`src/rtl/brc_pkg.sv`:
```
package brc_pkg;
  localparam int unsigned XLEN      = 64;
  localparam int unsigned NUM_TESTS = 8;

  typedef enum logic [1:0] {
    KIND_COND = 2'd0,
    KIND_JUMP = 2'd1,
    KIND_CMOV = 2'd2,
    KIND_NONE = 2'd3
  } op_kind_e;

  typedef enum logic [2:0] {
    TST_EQ   = 3'd0,
    TST_NE   = 3'd1,
    TST_LT   = 3'd2,
    TST_LE   = 3'd3,
    TST_GT   = 3'd4,
    TST_GE   = 3'd5,
    TST_EVEN = 3'd6,
    TST_ODD  = 3'd7
  } test_e;
endpackage

```
`src/rtl/brc_rst_sync.sv`:
```
module brc_rst_sync #(
  parameter int unsigned STAGES = 2
) (
  input  logic clk,
  input  logic rst_n,
  output logic rst_sync_n
);
  logic [STAGES-1:0] chain_q;

  always_ff @(posedge clk or negedge rst_n) begin
    if (!rst_n) chain_q <= '0;
    else        chain_q <= {chain_q[STAGES-2:0], 1'b1};
  end

  assign rst_sync_n = chain_q[STAGES-1];
endmodule

```
`src/rtl/brc_cond_eval.sv`:
```
module brc_cond_eval
  import brc_pkg::*;
#(
  parameter int unsigned W = XLEN
) (
  input  logic [W-1:0] value,
  input  test_e        sel,
  output logic         hit
);
  logic                 is_neg;
  logic                 is_zero;
  logic [NUM_TESTS-1:0] hits;

  always_comb begin
    is_neg  = value[W-1];
    is_zero = (value == '0);
    hits[TST_EQ]   = is_zero;
    hits[TST_NE]   = !is_zero;
    hits[TST_LT]   = is_neg;
    hits[TST_LE]   = is_neg || is_zero;
    hits[TST_GT]   = !is_neg && !is_zero;
    hits[TST_GE]   = !is_neg;
    hits[TST_EVEN] = !value[0];
    hits[TST_ODD]  = value[0];
    hit = hits[sel];
  end
endmodule

```
`src/rtl/brc_target_gen.sv`:
```
module brc_target_gen #(
  parameter int unsigned W      = 64,
  parameter int unsigned DISP_W = 21,
  parameter int unsigned SCALE  = 2
) (
  input  logic [W-1:0]      next_pc,
  input  logic [DISP_W-1:0] disp,
  output logic [W-1:0]      target,
  output logic              backward
);
  localparam int unsigned EXT_W = W - DISP_W - SCALE;

  logic [W-1:0] offset;

  always_comb begin
    offset   = {{EXT_W{disp[DISP_W-1]}}, disp, {SCALE{1'b0}}};
    target   = next_pc + offset;
    backward = disp[DISP_W-1];
  end
endmodule

```
`src/rtl/brc_unit.sv`:
```
module brc_unit
  import brc_pkg::*;
#(
  parameter int unsigned DISP_W = 21,
  parameter int unsigned REG_W  = 5
) (
  input  logic              clk,
  input  logic              rst_n,
  input  logic              in_valid,
  input  logic [1:0]        in_kind,
  input  logic [2:0]        in_test,
  input  logic [XLEN-1:0]   in_next_pc,
  input  logic [DISP_W-1:0] in_disp,
  input  logic [XLEN-1:0]   in_test_val,
  input  logic [REG_W-1:0]  in_dest,
  input  logic [XLEN-1:0]   in_move_src,
  input  logic [XLEN-1:0]   in_move_old,
  output logic              out_valid,
  output logic              out_taken,
  output logic [XLEN-1:0]   out_target,
  output logic              out_link_we,
  output logic [XLEN-1:0]   out_link_val,
  output logic              out_pred_taken,
  output logic [XLEN-1:0]   out_move_val
);
  localparam logic [REG_W-1:0] ZERO_REG = {REG_W{1'b1}};

  logic            rst_sync_n;
  op_kind_e        kind;
  test_e           test_sel;
  logic            cond_hit;
  logic [XLEN-1:0] tgt;
  logic            is_backward;

  logic            nxt_taken;
  logic            nxt_link_we;
  logic            nxt_pred;
  logic [XLEN-1:0] nxt_move;

  brc_rst_sync #(.STAGES(2)) u_rst_sync (
    .clk        (clk),
    .rst_n      (rst_n),
    .rst_sync_n (rst_sync_n)
  );

  assign kind     = op_kind_e'(in_kind);
  assign test_sel = test_e'(in_test);

  brc_cond_eval #(.W(XLEN)) u_cond (
    .value (in_test_val),
    .sel   (test_sel),
    .hit   (cond_hit)
  );

  brc_target_gen #(.W(XLEN), .DISP_W(DISP_W), .SCALE(2)) u_tgt (
    .next_pc  (in_next_pc),
    .disp     (in_disp),
    .target   (tgt),
    .backward (is_backward)
  );

  // Next-state decode
  always_comb begin
    nxt_taken   = (kind == KIND_JUMP) || ((kind == KIND_COND) && cond_hit);
    nxt_link_we = (kind == KIND_JUMP) && (in_dest != ZERO_REG);
    nxt_pred    = (kind == KIND_JUMP) || ((kind == KIND_COND) && is_backward);
    nxt_move    = ((kind == KIND_CMOV) && cond_hit) ? in_move_src : in_move_old;
  end

  // Valid flag follows the enable every cycle
  always_ff @(posedge clk or negedge rst_sync_n) begin
    if (!rst_sync_n) out_valid <= 1'b0;
    else             out_valid <= in_valid;
  end

  // Result registers, loaded only under in_valid
  always_ff @(posedge clk or negedge rst_sync_n) begin
    if (!rst_sync_n) begin
      out_taken      <= 1'b0;
      out_target     <= '0;
      out_link_we    <= 1'b0;
      out_link_val   <= '0;
      out_pred_taken <= 1'b0;
      out_move_val   <= '0;
    end else if (in_valid) begin
      out_taken      <= nxt_taken;
      out_target     <= tgt;
      out_link_we    <= nxt_link_we;
      out_link_val   <= in_next_pc;
      out_pred_taken <= nxt_pred;
      out_move_val   <= nxt_move;
    end
  end
endmodule

```
`config.mk`:
```
export PLATFORM = sky130hd
export DESIGN_NAME = brc_unit
export DESIGN_NICKNAME = d
export VERILOG_FILES = /design/src/rtl/brc_pkg.sv /design/src/rtl/brc_rst_sync.sv /design/src/rtl/brc_cond_eval.sv /design/src/rtl/brc_target_gen.sv /design/src/rtl/brc_unit.sv
export SDC_FILE = /design/constraint.sdc
export NUM_CORES = 1
export LEC_CHECK = 0
export ABC_AREA = 1
export CORE_MARGIN = 4
export CORE_UTILIZATION = 42
export CTS_CLUSTER_SIZE = 14
export DETAILED_ROUTE_END_ITERATION = 7
export GPL_TIMING_DRIVEN = 1
export PLACE_DENSITY_LB_ADDON = 0.25
export RECOVER_POWER = 25
export SKIP_CTS_REPAIR_TIMING = 1
export SLEW_MARGIN = 20
export SYNTH_ARGS = -nofsm -noshare
export SYNTH_HDL_FRONTEND = slang
export SYNTH_SLANG_ARGS = --single-unit
```
`constraint.sdc`:
```
create_clock -name clk -period 5.4 [get_ports clk]
set_input_delay 0.54 -clock clk [delete_from_list [all_inputs] [get_ports clk]]
set_output_delay 0.54 -clock clk [all_outputs]
set_load 0.1 [all_outputs]
```
==> reports/qor.csv <==
stage;metric;value;unit
status;status;finished, violations left;
sta;setup_slack;1.472;ns
floorplan;io_pins;486;
floorplan;rows;65;
place;hpwl;44260;um
layout;syn_to_final_growth;41.31;%
floorplan;chipHeight;188.8;um
sta;period_minus_slack;3.928;ns
synthesis;syn-num-nets;2414;
sta;maxSlewHeadroom;-144.6;%
layout;register_area;4905;sq um
sta;fin_crit_sh;72.74;%
synthesis;synth.top_cell.area_share;35.71;%
worst_setup_path;crit_path_end_kind;register;
synthesis;yosys-top-cells-count;729 x nand2_1, 295 x inv_1, 209 x nor2_1, 196 x dfrtp_1, 163 x nand3_1;
worst_setup_path;arrival;4.31;ns
route;ant_nets;0;
power_and_ir_drop;power.density;310.3;nW/um^2
route;drc;0;
synthesis;yosysTopAreaCell;dfrtp_1;
worst_setup_path;cp-start-kind;primary input;
route;wl_per_cell;18.89;um
route;drt_wl_total;55920;um
flow_run;maxCapViolations;3;
place;dp_slack;1.816;ns
floorplan;coreArea;31880;sq um
floorplan;fp.dieW;188.8;um
sta;tightest_slew;3.669;ns
layout;drive_gt1_share;4.044;%
synthesis;ys_ff_latch;196;
synthesis;synthArstFlopShare;100.0;%
clock_network;cts.sinks;196;
floorplan;die_area;35660;sq um
layout;finalNetCount;2861;
synthesis;yosysUniqueCellTypes;37;
route;post_drt_via_cell_ratio;5.034;
synthesis;synth_edf_count;0;
global_routing;grt_antenna_before_repair;4;
hold_path;hp-class;in -> async;
layout;fill_cells;3034;
clock_network;clock_latency;0.46;ns
route;first_pass_iters;5;
clock_network;cts_made_buffers;17;
place;place_congestion;0.9656;
clock_network;cts_tree;yes;
worst_setup_path;critPathMaxFanout;75;
power_and_ir_drop;p_leak;9.436;nW
route;dr_total_vias;14901;
sta;report.final.slew_viol_count;291;
clock_network;clkSlewWorstSetupHoldPaths;0.08;ns
clock_network;clockBufferDepth;2;
power_and_ir_drop;ir_drop;0.0002835;V
sta;rsz0062_at_grt;false;
sta;final-hold-violation-count;0;
global_routing;overflow;0;
synthesis;synth.area.top_cells;dfrtp_1 36%, nand2_1 20%, inv_1 8.1%;
global_routing;grt_start_max_net_pins;150;
synthesis;synth_area;13730;sq um
layout;multi_input_area;7328;sq um
synthesis;yosysSeqAreaShare;35.71;%
worst_setup_path;cp.required;5.78;ns
global_routing;grt_pass1_vias;14911;
place;io_buffer_count;485;
sta;fmaxAchievable;254.6;MHz
sta;fin_tns_setup;0;ns
floorplan;start_util;43.08;%
sta;finalSetupViolations;0;
clock_network;cts-root-buf;clkbuf_16;
global_routing;grt_usage;30.62;%
synthesis;yosysWarningCount;0;
synthesis;syn_inst;2062;
place;dp.cells;2925;
layout;fin_util;60.88;%
synthesis;avgSynthCellArea;6.661;sq um
sta;skew;0.007052;ns
layout;fin_cells;2960;
synthesis;yosysMostFrequentCell;nand2_1;
clock_network;h-tree-depth;4;
status;violations;max-capacitance violations, max-slew violations;
global_routing;grt_pass1_wl;85460;um
synthesis;synthFlopType;dfrtp_1;
route;drtIter0Drc;1106;
worst_setup_path;crit_type;in -> reg;
==> cell families after synthesis <==
kind of cell | after synthesis | share of synthesized area (%)
buffers and inverters | 360 | 10.99
AO/OA/AOI/OAI | 224 | 8.846
flip-flops | 196 | 35.71
other | 1 | 0.02730
XOR/XNOR | 23 | 1.467
AND/OR/NAND/NOR | 1196 | 37.26
adder cells (fa/ha/maj) | 62 | 5.703
==> report_power, final <==
part | internal [W] | switching (W)
clock network | 0.000663 | 0.000662
registers | 0.00165 | 0.000118
logic | 0.000771 | 0.00216
total | 0.00308 | 0.00294
==> routing by layer <==
| metal | wire length [um] | vias up | global-route usage, % |
|---|---|---|---|
| met5 | 0 | - | 0 |
| met1 | 24110 | 6934 | 39.43 |
| met2 | 26200 | 525 | 51.10 |
| met3 | 3228 | 96 | 5.409 |
| li1 | - | 7346 | - |
| met4 | 2378 | 0 | 12.67 |
==> state kept, by name, indices dropped and copies added, names as in the netlist <==
| signal | count |
|---|---|
| out_pred_taken | 1 |
| out_taken | 1 |
| u_rst_sync.chain_q | 2 |
| out_target | 64 |
| out_link_we | 1 |
| out_valid | 1 |
| out_move_val | 64 |
| out_link_val | 62 |
==> cell usage in the layout (no fill, tap or decap), drive strengths merged, types with 19 or more instances in the layout <==
cell type	instances
nand2	731
clkdlybuf4s50	482
inv	302
nand3	212
nor2	211
dfrtp	196
o21ai	97
a21oi	85
ha	61
xnor2	22
clkbuf	19
==> path summary, 6_finish.rpt <==
path | startpoint | to | slack [ns] | depth (start not counted)
setup reg to reg | u_rst_sync.chain_q[1]$_DFF_PN0_ | out_target[60]$_DFFE_PN0P_ | 2.45 | 1
hold reg to reg | u_rst_sync.chain_q[0]$_DFF_PN0_ | u_rst_sync.chain_q[1]$_DFF_PN0_ | 0.35 | 0
setup / recovery | in_valid | out_target[51]$_DFFE_PN0P_ | 1.47 | 4
min in group clk | u_rst_sync.chain_q[0]$_DFF_PN0_ | u_rst_sync.chain_q[1]$_DFF_PN0_ | 0.35 | 0
max in group asynchronous | u_rst_sync.chain_q[1]$_DFF_PN0_ | out_target[60]$_DFFE_PN0P_ | 2.45 | 1
hold / removal | rst_n | u_rst_sync.chain_q[1]$_DFF_PN0_ | 0.31 | 1
==> critical path: stages <==
cell and delay [ns]:
buf_6 0.32, clkbuf_1 2.55, nand3_1 0.62, nand2_1 0.19
==> metrics by stage <==
| step | power (W) | hold slack, ns | instance area, sq um |
|---|---|---|---|
| finish | 0.006022 | 0.3063 | 19410 |
| global route | 0.006265 | 0.2920 | 19410 |
| CTS | 0.006045 | 0.2175 | 19410 |
| detailed placement | 0.004705 | 0.3418 | 18810 |
| global placement | 0.004694 | 0.3354 | 18810 |
| floorplan | 0.003801 | 0.2444 | 13740 |
==> layout make-up <==
cell class / count / area share (%)
timing repair buffer: 492 / 25.31
tap: 435 / 2.804
clock buffer: 18 / 2.211
inverter: 296 / 5.744
clock inverter: 14 / 0.8638
multi-input combinational: 1506 / 37.76
antenna: 3 / 0.03868
sequential: 196 / 25.27
No activity file was read; power rests on OpenSTA's default activity.
